[config.mk]
export PLATFORM = sky130hd
export DESIGN_NAME = pulse_sync_node
export DESIGN_NICKNAME = d
export VERILOG_FILES = /design/src/rtl/psn_pkg.sv /design/src/rtl/psn_flags.sv /design/src/rtl/psn_vote.sv /design/src/rtl/psn_timer.sv /design/src/rtl/pulse_sync_node.sv
export SDC_FILE = /design/constraint.sdc
export NUM_CORES = 1
export LEC_CHECK = 0
export BUFFER_PORTS_ARGS = -buffer_cell sky130_fd_sc_hd__buf_2
export CORE_MARGIN = 4
export CORE_UTILIZATION = 45
export DETAILED_ROUTE_END_ITERATION = 8
export PLACE_DENSITY = 0.59
export SKIP_LAST_GASP = 1
export SYNTH_ARGS = -nofsm -noshare
export SYNTH_HDL_FRONTEND = slang
export SYNTH_HIERARCHICAL = 1
export SYNTH_SLANG_ARGS = --single-unit
[constraint.sdc]
create_clock -name clk -period 3.7 [get_ports clk]
set_clock_uncertainty 0.05 [all_clocks]
set_input_delay 0.185 -clock clk [delete_from_list [all_inputs] [get_ports clk]]
set_output_delay 0.185 -clock clk [all_outputs]
set_load 0.02 [all_outputs]
[src/rtl/psn_pkg.sv]
package psn_pkg;
  typedef enum logic [2:0] {
    ST_RESET   = 3'd0,
    ST_START   = 3'd1,
    ST_PROPOSE = 3'd2,
    ST_PULSE   = 3'd3,
    ST_READY   = 3'd4
  } psn_state_e;
endpackage

[src/rtl/psn_flags.sv]
module psn_flags #(
  parameter int N = 4
) (
  input  logic         clk,
  input  logic         rst,
  input  logic         clr,
  input  logic [N-1:0] set_in,
  output logic [N-1:0] flags_q
);
  // clear has priority over a strobe in the same cycle
  always_ff @(posedge clk) begin
    if (rst || clr) flags_q <= '0;
    else            flags_q <= flags_q | set_in;
  end
endmodule

[src/rtl/psn_vote.sv]
module psn_vote #(
  parameter int N = 4,
  parameter int F = 1,
  localparam int CW = $clog2(N + 1)
) (
  input  logic [N-1:0] flags,
  output logic         pull_in,
  output logic         quorum
);
  logic [CW-1:0] cnt;

  always_comb begin
    cnt = '0;
    for (int i = 0; i < N; i++) cnt = cnt + CW'(flags[i]);
  end

  assign pull_in = (cnt >= CW'(F + 1));
  assign quorum  = (cnt >= CW'(N - F));
endmodule

[src/rtl/psn_timer.sv]
module psn_timer #(
  parameter int W = 8
) (
  input  logic         clk,
  input  logic         rst,
  input  logic         restart,
  output logic [W-1:0] count_q
);
  always_ff @(posedge clk) begin
    if (rst || restart)     count_q <= '0;
    else if (count_q != '1) count_q <= count_q + 1'b1;
  end
endmodule

[src/rtl/pulse_sync_node.sv]
module pulse_sync_node
  import psn_pkg::*;
#(
  parameter int N  = 4,
  parameter int F  = 1,
  parameter int H0 = 16,
  parameter int T1 = 32,
  parameter int T2 = 12,
  parameter int T3 = 40
) (
  input  logic         clk,
  input  logic         rst,
  input  logic [N-1:0] propose_in,
  output logic         propose_out,
  output logic         pulse_out
);
  localparam int MAXA = (H0 > T1) ? H0 : T1;
  localparam int MAXB = (T2 > T3) ? T2 : T3;
  localparam int MAXT = (MAXA > MAXB) ? MAXA : MAXB;
  localparam int TW   = $clog2(MAXT + 1);

  if (3 * F >= N) begin : g_bad_cfg
    $fatal(1, "pulse_sync_node: fault bound requires 3*F < N");
  end

  psn_state_e    state_q, nxt;
  logic [N-1:0]  flags_q;
  logic [TW-1:0] timer_q;
  logic          pull_in, quorum, clr, restart;

  psn_flags #(.N(N)) u_flags (
    .clk(clk), .rst(rst), .clr(clr), .set_in(propose_in), .flags_q(flags_q)
  );

  psn_vote #(.N(N), .F(F)) u_vote (
    .flags(flags_q), .pull_in(pull_in), .quorum(quorum)
  );

  psn_timer #(.W(TW)) u_timer (
    .clk(clk), .rst(rst), .restart(restart), .count_q(timer_q)
  );

  always_comb begin
    nxt = state_q;
    unique case (state_q)
      ST_RESET:   if (timer_q == TW'(H0 - 1))            nxt = ST_START;
      ST_START:   if (pull_in || timer_q == TW'(T1 - 1)) nxt = ST_PROPOSE;
      ST_PROPOSE: if (quorum)                            nxt = ST_PULSE;
      ST_PULSE:   if (timer_q == TW'(T2 - 1))            nxt = ST_READY;
      ST_READY:   if (pull_in || timer_q == TW'(T3 - 1)) nxt = ST_PROPOSE;
      default:                                           nxt = ST_RESET;
    endcase
  end

  assign restart = (nxt != state_q);
  assign clr     = (state_q == ST_RESET && nxt == ST_START) ||
                   (state_q == ST_PULSE && nxt == ST_READY);

  always_ff @(posedge clk) begin
    if (rst) begin
      state_q     <= ST_RESET;
      propose_out <= 1'b0;
      pulse_out   <= 1'b0;
    end else begin
      state_q     <= nxt;
      propose_out <= (nxt == ST_PROPOSE) && (state_q != ST_PROPOSE);
      pulse_out   <= (nxt == ST_PULSE) && (state_q != ST_PULSE);
    end
  end
endmodule

### Word level (Yosys, flattened, before mapping)

Index checks and enable logic that the tools add are counted.

* word-level logic and storage cells: 44
* bits in registers: 15
* output and inout bits: 2
* bits of input ports: 6

* equality and inequality tests: 16
* reductions and logical operators: 10
* bitwise operators: 1
* add/subtract/negate cells: 4
* $lt $le $gt $ge: 2
* multiplexer cells: 6

Operator list (count)
* two-way mux 3 bit: 5
* one-hot mux 3 bit (5 select lines): 1
* == test 3 x 2 -> 1 bit, second input constant: 4
* == test 6 x 4 -> 1 bit, second input constant: 2
* adder 3 x 1 -> 3 bit: 2
* adder 6 x 1 -> 6 bit, second input constant: 1
* == test 3 x 1 -> 1 bit, second input constant: 2
* == test 3 bit, second input constant: 2
* == test 6 x 5 -> 1 bit, second input constant: 1
* == test 6 bit, second input constant: 1
* >= comparator 3 x 2 -> 1 bit, second input constant: 2
* inequality test 3 x 2 -> 1 bit, second input constant: 2
* inequality test 6 bit, second input constant: 1
* logical OR 1 bit: 5
* logical AND 1 bit: 4
* OR 4 bit: 1
* logical NOT 3 bit: 1
* inequality test 3 bit: 1
* adder 1 x 1 -> 2 bit: 1

### Longest topological paths before layout

Gate-level depths: netlist of run 1.

* depth in word-level cells: 11
* depth in mapped cells: 13
* mapped depth without buffers: 13

### Cells and area by module

Netlist of run 1, hierarchy kept.

Modules (own cells, without submodules)
* pulse_sync_node: area each 480.5 um2, sequential area each 100.1 um2, instances 1, cells an instance 54
* psn_timer: area each 272.8 um2, sequential area each 120.1 um2, instances 1, cells an instance 30
* psn_flags: area each 116.4 um2, sequential area each 80.1 um2, instances 1, cells an instance 9
* psn_vote: area each 106.4 um2, sequential area each 0.0 um2, instances 1, cells an instance 13

### Worst setup path before layout of run 1

No wires, ideal clock.

* path type: reg-to-reg
* start point: reg u_flags.flags_q[0]
* end point: reg u_timer.count_q[2]
* clock period less this slack: 2.605 ns
* slack: 1.095 ns
* required time: 3.580 ns
* path buffers: 0
* stages on the path, launching flop included: 13
* library setup time: 0.070 ns
* data arrival time: 2.485 ns
* cells stage by stage: dfxtp_1 -> ha_1 -> inv_1 -> fa_1 -> ha_1 -> nor3b_1 -> or2_1 -> a211oi_1 -> o21ai_0 -> and3_1 -> nor2_1 -> o21ai_0 -> a21oi_1

* elaborated cells on any way between the ends: 13
* those cells by class: add/sub: 3; order compare: 2; eq/ne: 1; mux: 4; reduce/logical: 3

RTL lines
* start, declared: line psn_flags.sv:8 `output logic [N-1:0] flags_q`
* start signal, assigned: line psn_flags.sv:13 `else flags_q <= flags_q | set_in;`
* adder 1 x 1 -> 2 bit: line psn_vote.sv:14 `for (int i = 0; i < N; i++) cnt = cnt + CW'(flags[i]);`
* adder 3 x 1 -> 3 bit (2 in series): line psn_vote.sv:14
* >= comparator 3 x 2 -> 1 bit: line psn_vote.sv:18 `assign quorum = (cnt >= CW'(N - F));`
* net quorum: line pulse_sync_node.sv:29 `logic pull_in, quorum, clr, restart;`
* two-way mux 3 bit: line pulse_sync_node.sv:48 `ST_PROPOSE: if (quorum) nxt = ST_PULSE;`
* one-hot mux 3 bit (5 select lines): line pulse_sync_node.sv:45 `unique case (state_q)`
* inequality test 3 bit: line pulse_sync_node.sv:55 `assign restart = (nxt != state_q);`
* net restart: line pulse_sync_node.sv:29
* logical OR 1 bit: line psn_timer.sv:10 `if (rst || restart) count_q <= '0;`
* end signal, assigned: line psn_timer.sv:11 `else if (count_q != '1) count_q <= count_q + 1'b1;`
* end, declared: line psn_timer.sv:7 `output logic [W-1:0] count_q`

The timed path passes the listed nets, and every way through them passes these cells.
A chain may end at the register's enable or synchronous reset.

### Worst setup path in the final report of run 1

Same ends and word-level chain as after synthesis.

==> impl_metrics.env, run 1 <==
export IMPL_outcome="completed"
export IMPL_cp_arrival_ps=3060
export IMPL_path_class="register to register"
export IMPL_synthDominantCellAreaShare_pct=30.77
export IMPL_cellLeakagePower_nw=0.3967
export IMPL_numCtsBuffers=3
export IMPL_clock_sinks=15
export IMPL_cts_tree="yes"
export IMPL_synth_edf_count=0
export IMPL_antenna_found_initial=0
export IMPL_ant_nets=0
export IMPL_drive_above_1_share_pct=19.64
export IMPL_async_flop_share_pct=0
export IMPL_postSynthAreaPerCell_um2=9.207
export IMPL_period_share_pct=77.91
export IMPL_coreArea_mm2=0.002002
export IMPL_period_needed_ps=2883
export IMPL_grt_setup_unrepaired="false"
export IMPL_start_util_pct=48.75
export IMPL_ys_seq_area_share_pct=30.77
export IMPL_cts_resized=0
export IMPL_die_y_um=54.57
export IMPL_dp_hpwl_um=1386
export IMPL_synth_area_um2=975.9
export IMPL_hold_violations=0
export IMPL_max_slew_margin_pct=68.03
export IMPL_drtIter0Drc=26
export IMPL_synth_most_common_cell="dfxtp_1"
export IMPL_syn2layout_area_growth_pct=5.128
export IMPL_worst_slew_pin_slew_ps=478.5
export IMPL_syn_num_nets=118
export IMPL_clockBufferDepth=2
export IMPL_rows=16
export IMPL_tns_ps=0
export IMPL_vias=784
export IMPL_synth_top_cell_by_area="dfxtp_1"
export IMPL_total_power_w=0.0003048
export IMPL_wl_per_cell_um=13.20
export IMPL_synthTopCellsByCount="15 x dfxtp_1, 7 x inv_1, 5 x ha_1, 5 x nand2_1, 5 x o21a_1"
export IMPL_syn_inst=106
export IMPL_drtPass1Iterations=4
export IMPL_drc=0
export IMPL_required_ps=3880
export IMPL_overflow=0
export IMPL_end_kind="register"
export IMPL_postCtsSetupBuffers=0
export IMPL_die_width_um=54.57
export IMPL_rrSetupSlack_ps=820
export IMPL_nets=125
export IMPL_grt_pass1_vias=720
export IMPL_ir_drop_mv=0.2317
export IMPL_grt_pass1_wl_um=3187
export IMPL_synth_cell_types=50
export IMPL_htree_levels=1
export IMPL_diodes=0
export IMPL_power_density_mw_per_mm2=297.0
export IMPL_drv_cap=0
export IMPL_grt_use_total_pct=15.39
export IMPL_clock_latency_ps=290
export IMPL_grt_max_degree=13
export IMPL_viasPerCell=5.640
export IMPL_start_kind="register"
export IMPL_synth_main_ff_cell="dfxtp_1"
export IMPL_crit_fanout=7
export IMPL_report_final_slew_viol_count=0
export IMPL_hp_class="primary input to register"
export IMPL_cts_hold_buf=0
export IMPL_fmax_mhz=346.9
export IMPL_gp_congestion=0.7775
export IMPL_num_io_pins=8
export IMPL_setup_viol=0
export IMPL_io_buffers=7
export IMPL_drt_wl_total_um=1835
export IMPL_synthTopCellsByArea="dfxtp_1 31%, ha_1 6.4%, o21a_1 3.8%"
export IMPL_die_area_mm2=0.002978
export IMPL_ys_ff_latch=15
export IMPL_root_buffer="clkbuf_4"
export IMPL_clk_pin_slew_ps=100
export IMPL_ys_warn_count=6
-- metrics by stage --
stage                     setup slack [ps]  util [%]  instance area, um2  std cells  hold slack [ps]
after floorplan                       1095         -               975.9        106            204.1
after global placement               902.0     49.88               998.5        135            343.0
after detailed placement             814.9     49.88               998.5        135            348.6
after CTS                            792.3     51.25                1026        139            34.37
after global routing                 615.6     51.25                1026        139            32.84
final                                817.4     51.25                1026        139            42.65
-- power by group --
| group | leakage [nW] | total [W] | switching (W) | internal [W] |
|---|---|---|---|---|
| Clock | 0.0177 | 0.0000971 | 0.0000569 | 0.0000402 |
| Sequential | 0.123 | 0.000174 | 0.00000649 | 0.000167 |
| Combinational | 0.256 | 0.0000338 | 0.0000190 | 0.0000149 |
| Total | 0.397 | 0.000305 | 0.0000824 | 0.000222 |
-- placed cells by master (no fill, tap or decap), types with 2 or more instances in the layout --
cell type,synthesis,final
and4bb_1,2,2
nor3_1,2,2
nor3b_1,3,3
nand2_1,5,5
o211ai_1,2,2
nand3_1,4,4
inv_1,7,7
dfxtp_1,15,15
o21a_1,5,5
nor2_1,4,4
and3_1,4,4
o21ai_0,4,4
nor2b_1,3,3
buf_2,1,7
clkbuf_4,0,3
ha_1,5,5
a21oi_1,4,4
-- critical path, cell delays in order (launching register included) --
cell and delay, ps:
dfxtp_1 330, ha_1 270, inv_1 50, fa_1 390
ha_1 280, nor3b_1 130, or2_1 230, a211oi_1 220
o21ai_0 100, and3_1 190, nor2_1 300, o21ai_0 140
a21oi_1 150
-- sequential cells by signal, indices dropped and copies added (netlist names) --
| signal | count |
|---|---|
| u_flags/flags_q | 4 |
| propose_out | 1 |
| state_q | 3 |
| u_timer/count_q | 6 |
| pulse_out | 1 |
-- worst paths after layout --
kind,startpoint,cells after the start,end
max,u_flags/flags_q[0],12,u_timer/count_q[2]
min,propose_in[3],2,u_flags/flags_q[3]
max reg2reg,u_flags/flags_q[0],12,u_timer/count_q[2]
min reg2reg,u_flags/flags_q[2],1,u_flags/flags_q[2]
-- layout make-up --
type / instances / area [um2]
Clock buffer: 3 / 22.52
Clock inverter: 1 / 5.005
Fill cell: 212 / 975.9
Inverter: 8 / 30.03
Multi-Input combinational cell: 78 / 599.3
Sequential cell: 15 / 300.3
Tap cell: 27 / 33.78
Timing Repair Buffer: 7 / 35.03
-- logic make-up after synthesis --
kind of cell | share of synthesized area [%]
compound gates | 23.46
xor+xnor | 0.8976
fa+ha+maj | 8.462
buf+inv | 7.820
flops | 30.77
simple gates | 28.59
-- routing by layer --
metal / global-route usage [%] / vias up / wire length (um)
li1: - / 398 / -
met1: 18.91 / 368 / 819
met2: 24.10 / 14 / 912
met3: 2.452 / 4 / 70
met4: 11.20 / 0 / 34
met5: 0 / - / 0
(Power assumes the default switching activity.)
==> run 2, diff against run 1 <==
Settings changed: ABC_AREA set to 1, PLACE_DENSITY 0.59 to 0.61.
Clock period 3.7 ns to 2.65 ns, I/O delays scaled along.
==> run 2 against run 1 <==
Clock power is 40% higher; critical endpoint is now u_timer/count_q[4]; clock-buffer cell count did not move; synthesized cell count rose by 28%; non-clock buffer count rose by 1.
==> impl_metrics.env, run 2 <==
export IMPL_grt_max_degree=10
export IMPL_gp_congestion=0.8145
export IMPL_dp_hpwl_um=1327
export IMPL_antenna_found_initial=0
export IMPL_die_y_um=53.33
export IMPL_grt_use_total_pct=13.54
export IMPL_syn_num_nets=148
export IMPL_numCtsBuffers=3
export IMPL_largest_reg_flops=6
export IMPL_ys_warn_count=6
export IMPL_vias=803
export IMPL_hp_class="primary input to register"
export IMPL_switchingPower_w=0.0001167
export IMPL_drtIter0Drc=17
export IMPL_cts_tree="yes"
export IMPL_max_slew_margin_pct=77.37
export IMPL_synth_compound_area_share_pct=7.172
export IMPL_crit_chain="ha_1 -> inv_1 -> fa_1 -> ha_1 -> nand3_1 -> nand2_1 -> nand2_1 -> nand2_2 -> a31oi_1 -> nand3_1 -> nor2_2 -> o21ai_0 -> nor2_1"
export IMPL_drt_wl_total_um=1693
export IMPL_synthTopCellsByCount="27 x nand2_1, 26 x inv_1, 25 x nor2_1, 15 x dfxtp_1, 7 x nand3_1"
export IMPL_synth_mux_area_share_pct=0
export IMPL_clock_latency_ps=290
export IMPL_syn_inst=136
export IMPL_synthAdderAreaFrac_pct=8.931
export IMPL_die_area_mm2=0.002844
export IMPL_fin_cells=174
export IMPL_drtPass1Iterations=4
export IMPL_drc=0
export IMPL_grt_pass1_vias=730
export IMPL_dp_cells=169
export IMPL_power_share_sequential_pct=56.6
export IMPL_synth_top_cell_by_area="dfxtp_1"
export IMPL_grt_pass1_wl_um=2801
export IMPL_crit_fanout=6
export IMPL_grt_setup_unrepaired="false"
export IMPL_end_kind="register"
export IMPL_nets=160
export IMPL_io_buffers=7
export IMPL_met3_length_um=77
export IMPL_synth_top_family_by_area="simple AND/OR/NAND/NOR gates"
export IMPL_ys_ff_latch=15
export IMPL_ir_drop_mv=0.3643
export IMPL_clock_sinks=15
export IMPL_root_buffer="clkbuf_4"
export IMPL_rows=16
export IMPL_postCtsSetupBuffers=0
export IMPL_viasPerCell=4.615
export IMPL_clock_power_share_pct=31.9
export IMPL_hold_violations=0
export IMPL_cp_num_buf_inv=1
export IMPL_fin_util_pct=52.10
export IMPL_path_class="register to register"
export IMPL_synth_area_um2=924.6
export IMPL_die_width_um=53.33
export IMPL_cp_arrival_ps=2570
export IMPL_htree_levels=1
export IMPL_num_io_pins=8
export IMPL_clockBufferDepth=2
export IMPL_period_needed_ps=2383
export IMPL_outcome="completed"
export IMPL_switching_share_pct=27.32
export IMPL_cellLeakagePower_nw=0.5047
export IMPL_overflow=0
export IMPL_synth_cell_types=22
export IMPL_ys_seq_area_share_pct=32.48
export IMPL_coreArea_mm2=0.001962
export IMPL_intPower_w=0.0003106
export IMPL_synthDominantCellAreaShare_pct=32.48
export IMPL_power_density_mw_per_mm2=418.0
export IMPL_synth_main_ff_cell="dfxtp_1"
export IMPL_cpPeakStageDelay_ps=380
export IMPL_tns_ps=0
export IMPL_report_final_slew_viol_count=0
export IMPL_synth_xor_area_share_pct=0
export IMPL_wl_met2_um=812
export IMPL_wl_met1_um=775
export IMPL_routed_top_layer="met4"
export IMPL_final_cell_mix="27 x nand2_1, 26 x inv_1, 24 x nor2_1"
export IMPL_required_ps=2840
export IMPL_postSynthAreaPerCell_um2=6.799
export IMPL_synth_simple_area_share_pct=38.84
export IMPL_async_flop_share_pct=0
export IMPL_synthTopCellsByArea="dfxtp_1 32%, nand2_1 11%, inv_1 11%"
export IMPL_top_register="u_timer/count_q"
export IMPL_syn2layout_area_growth_pct=10.55
export IMPL_drv_cap=0
export IMPL_reg_top3="u_timer/count_q x6, u_flags/flags_q x4, state_q x3"
export IMPL_clk_pin_slew_ps=100
export IMPL_wl_per_cell_um=9.730
export IMPL_cp_slowest_cell="fa_1"
export IMPL_worst_slew_pin_slew_ps=339.0
export IMPL_synth_most_common_cell="nand2_1"
export IMPL_start_kind="register"
export IMPL_period_share_pct=89.92
export IMPL_ant_nets=0
export IMPL_start_util_pct=47.13
export IMPL_cp_top_family="adder cells"
export IMPL_power_frac_comb_pct=11.6
export IMPL_drive_above_1_share_pct=19.73
export IMPL_diodes=0
export IMPL_fmax_mhz=419.7
export IMPL_setup_viol=0
export IMPL_mostFrequentLayoutCell="nand2_1"
export IMPL_synth_edf_count=0
run 2: final timing paths:
kind / startpoint / endpoint / slack, ps / cells after the start
setup / recovery: u_flags/flags_q[0] / u_timer/count_q[4] / 270 / 13
hold / removal: propose_in[0] / u_flags/flags_q[0] / 20 / 3
setup reg to reg: u_flags/flags_q[0] / u_timer/count_q[4] / 270 / 13
hold reg to reg: u_flags/flags_q[3] / u_flags/flags_q[3] / 430 / 2
run 2: power groups by stage:
stage,clock network [W],logic [W],registers [W]
finish,0.000136,0.0000494,0.000242
floorplan,0,0.0000355,0.000245
global placement,0,0.0000468,0.000247
global route,0.000150,0.0000594,0.000243
CTS,0.000147,0.0000502,0.000242
detailed placement,0,0.0000485,0.000247
run 2: stage by stage:
stage	total power (W)	hold WS, ps	setup slack [ps]	instance area (um2)
after global routing	0.0004530	21.37	31.83	1022
after CTS	0.0004389	1.743	149.6	1020
final	0.0004273	15.67	267.1	1022
after detailed placement	0.0002952	313.4	180.1	982.2
after floorplan	0.0002806	144.9	394.7	924.6
after global placement	0.0002936	305.9	288.3	982.2
run 2: logic make-up after synthesis:
family / count (synthesis)
and+or+nand+nor: 76
buffers and inverters: 29
AOI/OAI and AO/OA: 10
adders and majority gates: 6
DFF: 15
run 2: final cells by class:
cell class | count | area (um2)
fill | 208 | 939.7
clock inverter | 1 | 5.005
clock buffer | 3 | 22.52
inverter | 28 | 105.1
timing repair buffer | 8 | 45.04
tap | 27 | 33.78
multi-input combinational | 92 | 510.5
sequential | 15 | 300.3
run 2: per-layer routing:
metal	global-route usage (%)	up-vias
met4	5.532	0
met3	4.225	4
met5	0	-
met2	22.86	15
met1	15.57	350
li1	-	434
run 2: timing repair:
item | CTS | global route
hold endpoints to repair | 1 | 0
resized for setup | 0 | 1
hold buffers | 1 | 0
endpoints found under the setup margin | 0 | 5
run 2: worst min-delay path: stages:
cell and delay [ps]:
buf_2 70, nor2_1 30, nor2_1 80
==> run 3, diff against run 2 <==
Settings changed: BUFFER_PORTS_ARGS -buffer_cell sky130_fd_sc_hd__buf_2 to unset, DONT_BUFFER_PORTS set to 1, PLACE_DENSITY 0.61 to 0.58, SETUP_SLACK_MARGIN set to 0.3.
==> run 3 against run 2 <==
Setup slack better by 99 ps; register-to-register slack better by 99 ps; sequential share of layout area is 1.6 points lower; critical endpoint unchanged.
==> impl_metrics.env, run 3 (same netlist as run 2, synthesis figures left out) <==
export IMPL_crit_chain="ha_4 -> inv_2 -> fa_2 -> ha_4 -> nand3_2 -> nand2_1 -> nand2_2 -> nand2_2 -> a31oi_1 -> nand3_1 -> nor2_4 -> o21ai_2 -> nor2_1"
export IMPL_mostFrequentLayoutCell="nand2_1"
export IMPL_ant_nets=0
export IMPL_cpPeakStageDelay_ps=380
export IMPL_max_slew_margin_pct=75.66
export IMPL_diodes=0
export IMPL_rr_worst_depth=13
export IMPL_reg_top3="u_timer/count_q x6, u_flags/flags_q x4, state_q x3"
export IMPL_io_buffers=0
export IMPL_cellLeakagePower_nw=0.4855
export IMPL_coreArea_mm2=0.001962
export IMPL_report_final_slew_viol_count=0
export IMPL_regArea_um2=302.8
export IMPL_rows=16
export IMPL_gp_congestion=0.7969
export IMPL_num_io_pins=8
export IMPL_end_kind="register"
export IMPL_worst_slew_pin_slew_ps=363.9
export IMPL_start_kind="register"
export IMPL_worst_hold_slack_ps=441.4
export IMPL_vias=805
export IMPL_final_cell_mix="26 x nand2_1, 24 x nor2_1, 22 x inv_1"
export IMPL_tns_ps=0
export IMPL_die_area_mm2=0.002844
export IMPL_wl_per_cell_um=10.27
export IMPL_htree_levels=1
export IMPL_path_class="register to register"
export IMPL_period_needed_ps=2284
export IMPL_start_util_pct=47.13
export IMPL_largest_reg_flops=6
export IMPL_outcome="completed"
export IMPL_clock_latency_ps=280
export IMPL_die_y_um=53.33
export IMPL_grt_use_total_pct=14.39
export IMPL_dp_cells=162
export IMPL_clock_sinks=15
export IMPL_fin_ws_ps=365.8
export IMPL_numCtsBuffers=3
export IMPL_clk_pin_slew_ps=90
export IMPL_drv_cap=0
export IMPL_drive_above_1_share_pct=24.31
export IMPL_fin_cells=171
export IMPL_cp_slowest_cell="fa_2"
export IMPL_required_ps=2820
export IMPL_hp_class="register to register"
export IMPL_cts_tree="yes"
export IMPL_nets=157
export IMPL_fillers=209
export IMPL_drc=0
export IMPL_setup_viol=0
export IMPL_overflow=0
export IMPL_crit_fanout=6
export IMPL_grt_setup_unrepaired="true"
export IMPL_grt_pass1_vias=737
export IMPL_syn2layout_area_growth_pct=17.73
export IMPL_holdPathStages=2
export IMPL_die_width_um=53.33
export IMPL_grt_pass1_wl_um=2973
export IMPL_power_density_mw_per_mm2=402.3
export IMPL_multi_input_area_um2=570.5
export IMPL_dp_hpwl_um=1263
export IMPL_fmax_mhz=437.8
export IMPL_root_buffer="clkbuf_4"
export IMPL_viasPerCell=4.708
export IMPL_drt_wl_total_um=1756
export IMPL_rrSetupSlack_ps=370
export IMPL_hold_violations=0
export IMPL_drtIter0Drc=5
export IMPL_pre_cts_ws_ps=137.9
export IMPL_cp_arrival_ps=2460
export IMPL_antenna_found_initial=0
export IMPL_drtPass1Iterations=4
export IMPL_clockBufferDepth=2
export IMPL_ir_drop_mv=0.2415
export IMPL_period_share_pct=86.20
export IMPL_grt_max_degree=9
export IMPL_top_register="u_timer/count_q"
-- run 3: worst paths after layout --
| path | startpoint | end |
|---|---|---|
| setup reg to reg | u_flags/flags_q[1] | u_timer/count_q[4] |
| hold reg to reg | u_flags/flags_q[3] | u_flags/flags_q[3] |
| setup / recovery | u_flags/flags_q[1] | u_timer/count_q[4] |
| hold / removal | u_flags/flags_q[3] | u_flags/flags_q[3] |
-- run 3: final cells by class --
cell class | count | share of cell area, %
clock buffer | 4 | 2.414
multi-input combinational | 92 | 52.41
inverter | 28 | 9.655
sequential | 15 | 27.82
timing repair buffer | 5 | 4.598
tap | 27 | 3.103
-- run 3: metrics by stage --
stage / utilization (%) / cell area, um2 / total power (W)
finish: 55.48 / 1089 / 0.0004379
global placement: 48.28 / 947.2 / 0.0002884
CTS: 52.55 / 1031 / 0.0004290
global route: 55.48 / 1089 / 0.0004676
floorplan: - / 924.6 / 0.0002806
detailed placement: 48.28 / 947.2 / 0.0002896
-- run 3: critical path, delay by kind of cell (launching register included) --
family | cells | cell delay, ps
buffers and inverters | 1 | 30
flip-flops | 1 | 340
AO/OA/AOI/OAI | 2 | 220
adder cells (fa/ha/maj) | 3 | 860
AND/OR/NAND/NOR | 7 | 720
-- run 3: repair_timing --
| item | CTS | global route |
|---|---|---|
| pin swaps | 1 | 7 |
| buffers inserted | 0 | 0 |
| hold buffers | 5 | 0 |
| endpoints found under the hold margin | 15 | 0 |
| resized for setup | 2 | 16 |
| setup endpoints to repair | 6 | 6 |
-- run 3: report_power, final --
group          internal (W)  leakage, nW  total (W)  switching, W
Combinational     0.0000292        0.347  0.0000640     0.0000349
Clock             0.0000583       0.0150   0.000130     0.0000721
Sequential         0.000234        0.123   0.000243    0.00000929
Total              0.000322        0.486   0.000438      0.000116
-- run 3: layer usage --
metal  track usage (%)  wire length, um
met1             16.47              816
met2             24.90              867
met3             2.535               40
met4             7.660               32
met5                 0                0
